`config.mk`:
```
export PLATFORM = sky130hd
export DESIGN_NAME = ext_irq_unit
export DESIGN_NICKNAME = d
export VERILOG_FILES = /design/src/rtl/extint_pkg.sv /design/src/rtl/ext_irq_ded_chan.sv /design/src/rtl/ext_irq_pc_group.sv /design/src/rtl/ext_irq_unit.sv
export SDC_FILE = /design/constraint.sdc
export NUM_CORES = 1
export LEC_CHECK = 0
export BUFFER_PORTS_ARGS = -buffer_cell sky130_fd_sc_hd__clkbuf_2
export CORE_MARGIN = 5
export CORE_UTILIZATION = 38
export DETAILED_ROUTE_END_ITERATION = 10
export PLACE_DENSITY = 0.71
export SLEW_MARGIN = 20
export SYNTH_ARGS = -nofsm -noshare
export SYNTH_HDL_FRONTEND = slang
export SYNTH_SLANG_ARGS = --single-unit
export TNS_END_PERCENT = 50
```
`constraint.sdc`:
```
create_clock -name clk -period 2.8 [get_ports clk]
set_input_delay 0.56 -clock clk [delete_from_list [all_inputs] [get_ports clk]]
set_output_delay 0.56 -clock clk [all_outputs]
set_load 0.05 [all_outputs]
```
`src/rtl/extint_pkg.sv`:
```
// Shared types for the external and pin-change interrupt unit.
// Assumes nothing beyond a two-bit sense selector per dedicated pin.
package extint_pkg;
    typedef enum logic [1:0] {
        SENSE_LOW  = 2'b00,
        SENSE_ANY  = 2'b01,
        SENSE_FALL = 2'b10,
        SENSE_RISE = 2'b11
    } sense_t;
endpackage

```
`src/rtl/ext_irq_ded_chan.sv`:
```
// One dedicated interrupt channel: a two-register edge sampler, a sense
// decoder, a sticky flag and a request output.
// Assumes: clk_run qualifies edge events; level mode bypasses the clock.
module ext_irq_ded_chan
    import extint_pkg::*;
(
    input  logic   clk,
    input  logic   rst_n,
    input  logic   clk_run,
    input  logic   startup_done,
    input  logic   pin,
    input  sense_t sense,
    input  logic   en,
    input  logic   clr,
    input  logic   ack,
    output logic   flag,
    output logic   irq,
    output logic   level_wake
);
    logic samp_new;
    logic samp_old;
    logic rise_ev;
    logic fall_ev;
    logic hit;
    logic set_ev;
    logic level_low;

    // Sample the pin twice; reset loads the live value to avoid false edges.
    always_ff @(posedge clk) begin
        if (!rst_n) begin
            samp_new <= pin;
            samp_old <= pin;
        end else begin
            samp_new <= pin;
            samp_old <= samp_new;
        end
    end

    assign rise_ev = samp_new & ~samp_old;
    assign fall_ev = ~samp_new & samp_old;

    // Decode which edge the sense selector asks for.
    always_comb begin
        case (sense)
            SENSE_ANY:  hit = rise_ev | fall_ev;
            SENSE_FALL: hit = fall_ev;
            SENSE_RISE: hit = rise_ev;
            default:    hit = 1'b0;
        endcase
    end

    assign set_ev = clk_run & hit;

    // Sticky flag: a set beats a clear or acknowledge.
    always_ff @(posedge clk) begin
        if (!rst_n) begin
            flag <= 1'b0;
        end else if (set_ev) begin
            flag <= 1'b1;
        end else if (clr || ack) begin
            flag <= 1'b0;
        end
    end

    assign level_low  = (sense == SENSE_LOW) & ~pin;
    assign irq        = en & ((sense == SENSE_LOW) ? (level_low & startup_done) : flag);
    assign level_wake = en & level_low;

    a_r4_no_edge_when_halted: assert property (@(posedge clk) disable iff (!rst_n)
        !clk_run |=> !$rose(flag));
    a_r2_level_sets_no_flag: assert property (@(posedge clk) disable iff (!rst_n)
        (sense == SENSE_LOW) |=> !$rose(flag));
    a_r7_flag_sticky: assert property (@(posedge clk) disable iff (!rst_n)
        (flag && !clr && !ack) |=> flag);
    a_r9_edge_irq_needs_flag: assert property (@(posedge clk) disable iff (!rst_n)
        (sense != SENSE_LOW && irq) |-> flag);
endmodule

```
`src/rtl/ext_irq_pc_group.sv`:
```
// Pin-change group: each input passes a capture register, a synchronizer
// register and a history register; any masked difference sets one flag.
// Assumes: detection is not gated by the clock-running input.
module ext_irq_pc_group #(
    parameter int N_PC = 8
) (
    input  logic            clk,
    input  logic            rst_n,
    input  logic [N_PC-1:0] pin,
    input  logic [N_PC-1:0] mask,
    input  logic            en,
    input  logic            clr,
    input  logic            ack,
    output logic            flag,
    output logic            irq,
    output logic            change_wake
);
    logic [N_PC-1:0] cap_q;
    logic [N_PC-1:0] sync_q;
    logic [N_PC-1:0] hist_q;
    logic            set_ev;

    // Three-register pipeline per input, preloaded with the live pins.
    always_ff @(posedge clk) begin
        if (!rst_n) begin
            cap_q  <= pin;
            sync_q <= pin;
            hist_q <= pin;
        end else begin
            cap_q  <= pin;
            sync_q <= cap_q;
            hist_q <= sync_q;
        end
    end

    assign set_ev = |(mask & (sync_q ^ hist_q));

    // Shared sticky flag: a set beats a clear or acknowledge.
    always_ff @(posedge clk) begin
        if (!rst_n) begin
            flag <= 1'b0;
        end else if (set_ev) begin
            flag <= 1'b1;
        end else if (clr || ack) begin
            flag <= 1'b0;
        end
    end

    assign irq         = en & flag;
    assign change_wake = en & (|(mask & (pin ^ hist_q)));

    a_r8_set_wins: assert property (@(posedge clk) disable iff (!rst_n)
        (set_ev && (clr || ack)) |=> flag);
    a_r7_pc_flag_sticky: assert property (@(posedge clk) disable iff (!rst_n)
        (flag && !clr && !ack) |=> flag);
    a_r9_pc_irq_needs_flag: assert property (@(posedge clk) disable iff (!rst_n)
        irq |-> flag);
endmodule

```
`src/rtl/ext_irq_unit.sv`:
```
// Top of the interrupt unit: N_DED dedicated channels and one pin-change
// group, with a combined wake output usable while the clock is stopped.
// Assumes: configuration inputs change only while the governed pins are steady.
module ext_irq_unit
    import extint_pkg::*;
#(
    parameter int N_DED = 2,
    parameter int N_PC  = 8
) (
    input  logic               clk,
    input  logic               rst_n,
    input  logic               clk_run,
    input  logic               startup_done,
    input  logic [N_DED-1:0]   ded_pin,
    input  logic [2*N_DED-1:0] ded_sense,
    input  logic [N_DED-1:0]   ded_en,
    input  logic [N_DED-1:0]   ded_clr,
    input  logic [N_DED-1:0]   ded_ack,
    input  logic [N_PC-1:0]    pc_pin,
    input  logic [N_PC-1:0]    pc_mask,
    input  logic               pc_en,
    input  logic               pc_clr,
    input  logic               pc_ack,
    output logic [N_DED-1:0]   ded_flag,
    output logic               pc_flag,
    output logic [N_DED-1:0]   ded_irq,
    output logic               pc_irq,
    output logic               wake
);
    logic [N_DED-1:0] lvl_wake;
    logic             pc_wake;

    // One channel instance per dedicated pin.
    for (genvar i = 0; i < N_DED; i++) begin : g_ded
        ext_irq_ded_chan u_chan (
            .clk          (clk),
            .rst_n        (rst_n),
            .clk_run      (clk_run),
            .startup_done (startup_done),
            .pin          (ded_pin[i]),
            .sense        (sense_t'(ded_sense[2*i +: 2])),
            .en           (ded_en[i]),
            .clr          (ded_clr[i]),
            .ack          (ded_ack[i]),
            .flag         (ded_flag[i]),
            .irq          (ded_irq[i]),
            .level_wake   (lvl_wake[i])
        );
    end

    ext_irq_pc_group #(.N_PC(N_PC)) u_pc (
        .clk         (clk),
        .rst_n       (rst_n),
        .pin         (pc_pin),
        .mask        (pc_mask),
        .en          (pc_en),
        .clr         (pc_clr),
        .ack         (pc_ack),
        .flag        (pc_flag),
        .irq         (pc_irq),
        .change_wake (pc_wake)
    );

    // Wake on any pending request, enabled low level or raw masked change.
    assign wake = (|lvl_wake) | pc_wake | (|ded_irq) | pc_irq;

    a_r3_request_implies_wake: assert property (@(posedge clk) disable iff (!rst_n)
        ((|ded_irq) || pc_irq) |-> wake);
endmodule

```
==> flow_summary_export.csv, run 1 <==
group,metric,value,unit
status,status,"completed",
drt,drc_errors,0,
sta,fin_ws,0.397,ns
clock_network,cts_max_path_buffers,2,
hold_path,hp-class,"in -> reg",
global_routing,grt_pass1_vias,1031,
clock_network,cts_hold_buf,0,
die,ios,42,
clock_network,clock-sinks,31,
drt,ant_nets,0,
sta,setup_viol,0,
die,start_util,39.1,%
synthesis,seq_area_frac_synth,48.0,%
sta,final.setup.tns,0,ns
cells_and_area,diodes,0,
global_routing,gr-usage-all-layers,12.4,%
placement,port_buffers,41,
sta,tightest_slew,0.379,ns
sta,hold_viol,0,
sta,min_period,2.40,ns
synthesis,synth_nets,184,
clock_network,cts_buffers,5,
critical_path,cpMostUsedCell,"clkbuf_2",
synthesis,synth_cell_types,26,
sta,min_period_over_period,85.8,%
drt,drtPass1Iterations,4,
clock_network,cts-resized-gates,0,
clock_network,htreeDepth,2,
critical_path,cp-end-kind,"output pin",
sta,slew_viol_final,0,
clock_network,cts_tree,"built",
die,core.rowCount,21,
placement,dp_hpwl,2050,µm
drt,wl_per_cell,11.2,µm
pwr,peakVddDrop,0.342,mV
critical_path,setup.worst_path.start_class,"input pin",
critical_path,crit_family,"compound AO/OA/AOI/OAI gates",
critical_path,cp.depth,6,
hold_path,min_path_cells,1,
die,dieArea,4670,µm²
critical_path,reg2reg_depth,6,
critical_path,path_cells,"clkbuf_2 -> xor2_1 -> a222oi_1 -> a41oi_1 -> a221o_1 -> clkbuf_2",
drt,drt_iter0_markers,22,
clock_network,root_buffer,"clkbuf_4",
cells_and_area,final_net_count,225,
synthesis,synth_seq_cells,31,
synthesis,avgSynthCellArea,8.92,µm²
synthesis,synth_area,1290,µm²
global_routing,overflow,0,
pwr,power.density,554,nW/µm²
cells_and_area,layout_common_cells,"nand2_1, clkbuf_2, dfxtp_1",
clock_network,clkTransAtPathRegs,0.08,ns
cells_and_area,multi_input_area,609,µm²
die,core_area,3310,µm²
placement,place_ws,0.374,ns
drt,vias,1071,
cells_and_area,area_growth,20.3,%
cells_and_area,regArea,621,µm²
pwr,power,0.000862,W
cells_and_area,final_common_cell,"nand2_1",
pwr,leakage,0.801,nW
global_routing,grt_pass1_wl,4110,µm
synthesis,synth_cells,145,
die,die_w,68.4,µm
critical_path,slowest_stage,"a222oi_1",
cells_and_area,nFillCells,356,
sta,fin_skew,0.00262,ns
cells_and_area,layout-drive-gt1-share,27.6,%
critical_path,critPathArrivalTime,1.84,ns
critical_path,cp_slowest_stage_delay,0.32,ns
global_routing,antenna_found_initial,0,
sta,rsz0062_at_grt,"false",
global_routing,grt_start_max_net_pins,20,
critical_path,required,2.24,ns
flow_run,max-cap-violations,0,
clock_network,clk_latency,0.32,ns
critical_path,path_buf_inv,2,
synthesis,yosys_warnings,0,
placement,gp_congestion,0.803,
drt,via_per_inst,4.64,
clock_network,cts_setup_buffers,0,
drt,routed_wl,2580,µm
critical_path,criticalPathCategory,"in -> out",
sta,slew_headroom,74.7,%
die,die_y,68.4,µm
sta,fmax,0.416,GHz
critical_path,path_max_fanout,3,
[final cells by class]
cell class | instances | share of cell area [%]
Sequential cell | 31 | 39.9
Multi-Input combinational cell | 101 | 39.1
Inverter | 6 | 1.45
Clock buffer | 6 | 2.65
Tap cell | 46 | 3.70
Timing Repair Buffer | 41 | 13.2
[state kept, by name, indices dropped and copies added (netlist names)]
register and flops:
u_pc.cap_q 8, g_ded.u_chan.samp_new 2, u_pc.flag 1, g_ded.u_chan.samp_old 2
u_pc.sync_q 8, g_ded.u_chan.flag 2, u_pc.hist_q 8
[synthesized netlist by cell type (all sizes together)]
master | number | share of area (%)
nand2 | 45 | 13
dfxtp | 31 | 48
xor2 | 16 | 11
inv | 6 | 1.7
buf | 5 | 2.6
nor2 | 5 | 1.5
ha | 4 | 3.9
o21ai | 4 | 1.5
a21boi | 3 | 1.7
a21oi | 3 | 1.2
a22oi | 3 | 1.7
a222oi | 2 | 1.5
clkbuf | 2 | 0.58
mux2 | 2 | 1.7
nand2b | 2 | 0.97
o31ai | 2 | 1.2
or4b | 2 | 1.5
a221o | 1 | 0.77
a221oi | 1 | 0.68
a22o | 1 | 0.68
a31oi | 1 | 0.48
a41oi | 1 | 0.68
and2 | 1 | 0.48
and3 | 1 | 0.48
or2 | 1 | 0.48
[per-stage QoR]
stage	instances	cell area, µm²	hold WS (ns)	utilization [%]
floorplan	145	1290	0.403	-
global placement	225	1520	0.407	45.8
detailed placement	225	1520	0.413	45.8
CTS	231	1560	0.365	47.0
global route	231	1560	0.348	47.0
finish	231	1560	0.379	47.0
[cells by family after synthesis]
kind of cell             share of synthesized area, %
AO/OA/AOI/OAI                                    12.2
XOR/XNOR                                         10.8
adder cells (fa/ha/maj)                          3.87
buffers and inverters                            4.93
flip-flops                                       48.0
multiplexers                                     1.74
AND/OR/NAND/NOR                                  18.5
[where the power goes]
part | total [W] | leakage [nW] | internal [W] | switching, W
Sequential | 0.000494 | 0.261 | 0.000473 | 0.0000207
Combinational | 0.000147 | 0.516 | 0.0000650 | 0.0000822
Clock | 0.000221 | 0.0242 | 0.0000890 | 0.000132
[worst paths after layout]
path                             from                    to  slack (ns)
max                         pc_pin[5]                  wake        0.40
min                         pc_pin[0]         u_pc.cap_q[0]        0.38
max reg2reg  g_ded[1].u_chan.samp_old  g_ded[1].u_chan.flag        1.42
min reg2reg             u_pc.cap_q[2]        u_pc.sync_q[2]        0.43
[routing by layer]
| metal | global-route usage (%) | part of all wire (%) | vias to the layer above |
|---|---|---|---|
| met5 | 0 | 0 | - |
| met4 | 5.96 | 2.0 | 0 |
| met3 | 5.75 | 9.8 | 5 |
| met2 | 19.6 | 42 | 47 |
| met1 | 14.0 | 46 | 461 |
| li1 | - | - | 558 |
Power figures use the tool's default switching activity.
==> run 2, diff against run 1 <==
--- a/config.mk
+++ b/config.mk
@@ -6,10 +6,13 @@
 export NUM_CORES = 1
 export LEC_CHECK = 0
 export BUFFER_PORTS_ARGS = -buffer_cell sky130_fd_sc_hd__clkbuf_2
+export CELL_PAD_IN_SITES_DETAIL_PLACEMENT = 0
+export CELL_PAD_IN_SITES_GLOBAL_PLACEMENT = 1
+export CORE_ASPECT_RATIO = 0.5
 export CORE_MARGIN = 5
 export CORE_UTILIZATION = 38
 export DETAILED_ROUTE_END_ITERATION = 10
-export PLACE_DENSITY = 0.71
+export PLACE_DENSITY = 0.78
 export SLEW_MARGIN = 20
 export SYNTH_ARGS = -nofsm -noshare
 export SYNTH_HDL_FRONTEND = slang
==> flow_summary_export.csv, run 2 (synthesized netlist as in run 1, its figures left out) <==
group,metric,value,unit
drt,vias,1058,
drt,drt_iter0_markers,30,
cells_and_area,multi_input_area,609,µm²
global_routing,grt_pass1_vias,998,
cells_and_area,layout-drive-gt1-share,28.5,%
sta,final.setup.tns,0,ns
global_routing,grt_pass1_wl,4130,µm
critical_path,criticalPathCategory,"in -> out",
critical_path,critPathArrivalTime,1.90,ns
clock_network,cts_setup_buffers,0,
pwr,leakage,0.824,nW
sta,setup_viol,0,
critical_path,cpMostUsedCell,"clkbuf_2",
cells_and_area,final_common_cell,"nand2_1",
critical_path,required,2.24,ns
cells_and_area,top_regs,"u_pc.cap_q x8, u_pc.hist_q x8, u_pc.sync_q x8",
die,start_util,38.5,%
critical_path,reg2reg_depth,6,
global_routing,grt_start_max_net_pins,20,
sta,slew_headroom,73.3,%
clock_network,clkTransAtPathRegs,0.06,ns
pwr,peakVddDrop,0.199,mV
hold_path,hold_end,"u_pc.cap_q[1]",
drt,drc_errors,0,
die,core.rowCount,15,
critical_path,setup.worst_path.start_class,"input pin",
clock_network,root_buffer,"clkbuf_8",
critical_path,cp-end-kind,"output pin",
hold_path,min_path_cells,1,
die,die_y,51.3,µm
die,dieArea,4740,µm²
status,status,"completed",
sta,tightest_slew,0.400,ns
critical_path,reg2reg_from,"g_ded[1].u_chan.samp_old",
clock_network,clk_latency,0.28,ns
sta,fmax,0.407,GHz
global_routing,overflow,0,
die,die_w,92.5,µm
drt,routed_wl,2610,µm
critical_path,path_cells,"clkbuf_2 -> xor2_1 -> a222oi_1 -> a41oi_1 -> a221o_1 -> clkbuf_2",
critical_path,slowest_stage,"a222oi_1",
sta,hold_viol,0,
hold_path,hp-class,"in -> reg",
sta,min_period_over_period,87.8,%
cells_and_area,layout_common_cells,"nand2_1, clkbuf_2, dfxtp_1",
cells_and_area,area_growth,23.5,%
die,ios,42,
pwr,power.density,619,nW/µm²
sta,fin_skew,0.00118,ns
critical_path,path_max_fanout,3,
critical_path,r2r_slack,1.42,ns
drt,wl_per_cell,11.4,µm
global_routing,gr-usage-all-layers,11.7,%
pwr,power,0.000989,W
sta,fin_ws,0.343,ns
clock_network,cts_hold_buf,0,
sta,rsz0062_at_grt,"false",
clock_network,cts_max_path_buffers,2,
drt,drtPass1Iterations,4,
clock_network,htreeDepth,2,
clock_network,cts_tree,"built",
sta,min_period,2.46,ns
hold_path,hp-start,"pc_pin[1]",
cells_and_area,nFillCells,342,
sta,holdWs,0.418,ns
global_routing,antenna_found_initial,0,
drt,via_per_inst,4.64,
placement,place_ws,0.326,ns
critical_path,timing.rr.end,"g_ded[1].u_chan.flag",
clock_network,cts-resized-gates,0,
sta,slew_viol_final,0,
cells_and_area,diodes,0,
cells_and_area,regArea,621,µm²
die,core_area,3360,µm²
flow_run,max-cap-violations,0,
placement,port_buffers,41,
cells_and_area,final_net_count,225,
drt,ant_nets,0,
placement,dp_hpwl,2000,µm
clock_network,cts_buffers,5,
placement,gp_congestion,0.717,
critical_path,cp_slowest_stage_delay,0.35,ns
clock_network,clock-sinks,31,
[run 2: routing by layer]
metal / part of all wire (%) / GRT usage (%) / up-vias
li1: - / - / 558
met1: 44 / 13.0 / 465
met2: 46 / 19.3 / 28
met3: 7.9 / 4.41 / 7
met4: 2.5 / 7.39 / 0
met5: 0 / 0 / -
[run 2: power by group]
part	total [W]	internal, W	switching (W)
logic	0.000148	0.0000650	0.0000833
clock network	0.000346	0.000192	0.000154
registers	0.000494	0.000474	0.0000197
[run 2: area by class of cell]
| class | instances | area share, % |
|---|---|---|
| clock buffer | 6 | 5.17 |
| clock inverter | 1 | 0.313 |
| inverter | 6 | 1.41 |
| multi-input combinational | 101 | 38.1 |
| sequential | 31 | 38.8 |
| tap | 42 | 3.29 |
| timing repair buffer | 41 | 12.8 |
[run 2: critical path: cells and delay by family]
kind,cells,cell delay (ns)
compound gates,3,0.83
xor+xnor,1,0.16
buf+inv,2,0.34
[run 2: worst max path at each step]
stage,startpoint,to,slack (ns)
floorplan,pc_pin[5],wake,0.62
global placement,pc_pin[5],wake,0.36
detailed placement,pc_pin[5],wake,0.33
CTS,pc_pin[5],wake,0.32
global route,pc_pin[5],wake,0.26
finish,pc_pin[5],wake,0.34
[run 2: metrics by stage]
stage / util [%] / cells / area, µm²
6_report: 47.6 / 228 / 1600
5_1_grt: 47.6 / 228 / 1600
4_1_cts: 47.6 / 228 / 1600
3_5_place_dp: 45.0 / 221 / 1510
3_3_place_gp: 45.0 / 221 / 1510
2_1_floorplan: - / 145 / 1290
==> run 3, diff against run 2 <==
==> constraint.sdc (replaced) <==
create_clock -name clk -period 2.8 [get_ports clk]
set_input_delay 0.56 -clock clk [delete_from_list [all_inputs] [get_ports clk]]
set_output_delay 0.56 -clock clk [all_outputs]
set_load 0.02 [all_outputs]
==> flow_summary_export.csv, run 3 (synthesized netlist as in run 1, its figures left out) <==
group,metric,value,unit
die,ios,42,
sta,tightest_slew,0.416,ns
clock_network,cts-resized-gates,0,
drt,drc_errors,0,
drt,drt_iter0_markers,17,
clock_network,cts_hold_buf,0,
global_routing,grt_start_max_net_pins,20,
global_routing,grt_pass1_vias,1000,
global_routing,gr-usage-all-layers,12.2,%
cells_and_area,final_cell_area,1630,µm²
clock_network,cts_buffers,5,
die,die_w,92.5,µm
drt,routed_wl,2640,µm
sta,setup_viol,0,
pwr,leakage,0.838,nW
sta,slew_headroom,72.2,%
clock_network,htreeDepth,2,
clock_network,root_buffer,"clkbuf_8",
drt,ant_nets,0,
cells_and_area,top_regs,"u_pc.cap_q x8, u_pc.hist_q x8, u_pc.sync_q x8",
clock_network,cts_max_path_buffers,2,
placement,placed_area,1510,µm²
hold_path,min_path_cells,1,
sta,slew_viol_final,0,
cells_and_area,final_common_cell,"nand2_1",
die,dieArea,4740,µm²
clock_network,cts_setup_buffers,0,
flow_run,max-cap-violations,0,
critical_path,criticalPathCategory,"in -> out",
cells_and_area,regArea,621,µm²
cells_and_area,layout-drive-gt1-share,28.9,%
critical_path,timing.rr.end,"g_ded[1].u_chan.flag",
sta,final.setup.tns,0,ns
critical_path,path_max_fanout,3,
drt,via_per_inst,4.59,
critical_path,cp-end-kind,"output pin",
sta,fmax,0.419,GHz
global_routing,overflow,0,
die,die_y,51.3,µm
critical_path,reg2reg_from,"g_ded[1].u_chan.samp_old",
sta,min_period,2.39,ns
hold_path,hp-class,"in -> reg",
global_routing,grt_pass1_wl,4360,µm
pwr,power.density,663,nW/µm²
cells_and_area,diodes,0,
drt,vias,1051,
cells_and_area,layout_common_cells,"nand2_1, clkbuf_2, dfxtp_1",
sta,hold_viol,0,
pwr,p_clk_share,41.8,%
critical_path,reg2reg_depth,6,
status,status,"completed",
pwr,switching_share,23.4,%
critical_path,r2r_slack,1.43,ns
placement,gp_congestion,0.746,
placement,dp_hpwl,2040,µm
die,start_util,38.5,%
pwr,combPwrFrac,12.5,%
sta,fin_ws,0.415,ns
global_routing,antenna_found_initial,0,
cells_and_area,final_net_count,225,
cells_and_area,final_cells,229,
sta,min_period_over_period,85.2,%
drt,wl_per_cell,11.5,µm
placement,port_buffers,41,
cells_and_area,area_growth,25.8,%
clock_network,clock-sinks,31,
placement,place_ws,0.422,ns
die,core_area,3360,µm²
clock_network,clk_latency,0.28,ns
clock_network,cts_tree,"built",
hold_path,hold_end,"u_pc.cap_q[5]",
sta,fin_skew,0.00443,ns
placement,placed_cells,221,
clock_network,clkTransAtPathRegs,0.07,ns
critical_path,setup.worst_path.start_class,"input pin",
drt,drtPass1Iterations,4,
pwr,internal-power,0.000827,W
cells_and_area,nFillCells,356,
critical_path,critPathArrivalTime,1.83,ns
critical_path,required,2.24,ns
pwr,switchingPower,0.000253,W
die,core.rowCount,15,
pwr,p_seq_share,45.7,%
sta,rsz0062_at_grt,"false",
hold_path,hp-start,"pc_pin[5]",
pwr,peakVddDrop,0.229,mV
cells_and_area,multi_input_area,609,µm²
## run 3: cell types whose count changed in the layout (fill, tap and decap cells not counted), sizes merged
| cell | change |
|---|---|
| bufinv | +1 |
## run 3: area by class of cell
class | instances | area share, %
tap | 42 | 3.23
clock inverter | 2 | 2.15
sequential | 31 | 38.1
timing repair buffer | 41 | 12.6
clock buffer | 6 | 5.07
inverter | 6 | 1.38
multi-input combinational | 101 | 37.4
## run 3: worst max path at each step
stage,startpoint,to,depth (start not counted)
4_1_cts,pc_pin[5],wake,6
3_3_place_gp,pc_pin[5],wake,6
2_1_floorplan,ded_sense[0],ded_irq[0],3
3_5_place_dp,pc_pin[5],wake,6
5_1_grt,pc_pin[5],wake,6
6_report,pc_pin[5],wake,6
## run 3: through the flow
step / hold WS, ns / total power, W / utilization (%)
final: 0.417 / 0.00108 / 48.5
after global routing: 0.407 / 0.00114 / 48.5
after CTS: 0.409 / 0.00110 / 48.5
after detailed placement: 0.411 / 0.000639 / 45.0
after global placement: 0.404 / 0.000636 / 45.0
after floorplan: 0.403 / 0.000586 / -
## run 3: metal layers
layer / track usage [%] / part of all wire (%) / vias up
met4: 5.17 / 1.5 / 0
met5: 0 / 0 / -
met3: 5.15 / 7.2 / 5
li1: - / - / 555
met1: 13.5 / 45 / 464
met2: 20.8 / 47 / 27
## run 3: power groups by stage
stage	combinational, W	sequential (W)	clock, W
after detailed placement	0.000136	0.000504	0
after global routing	0.000154	0.000497	0.000487
after global placement	0.000133	0.000503	0
after CTS	0.000137	0.000494	0.000466
after floorplan	0.0000833	0.000502	0
final	0.000135	0.000494	0.000451
## run 3: critical path, cell delays in order
cell      delay, ns
clkbuf_2       0.10
xor2_1         0.15
a222oi_1       0.35
a41oi_1        0.21
a221o_1        0.29
clkbuf_2       0.15
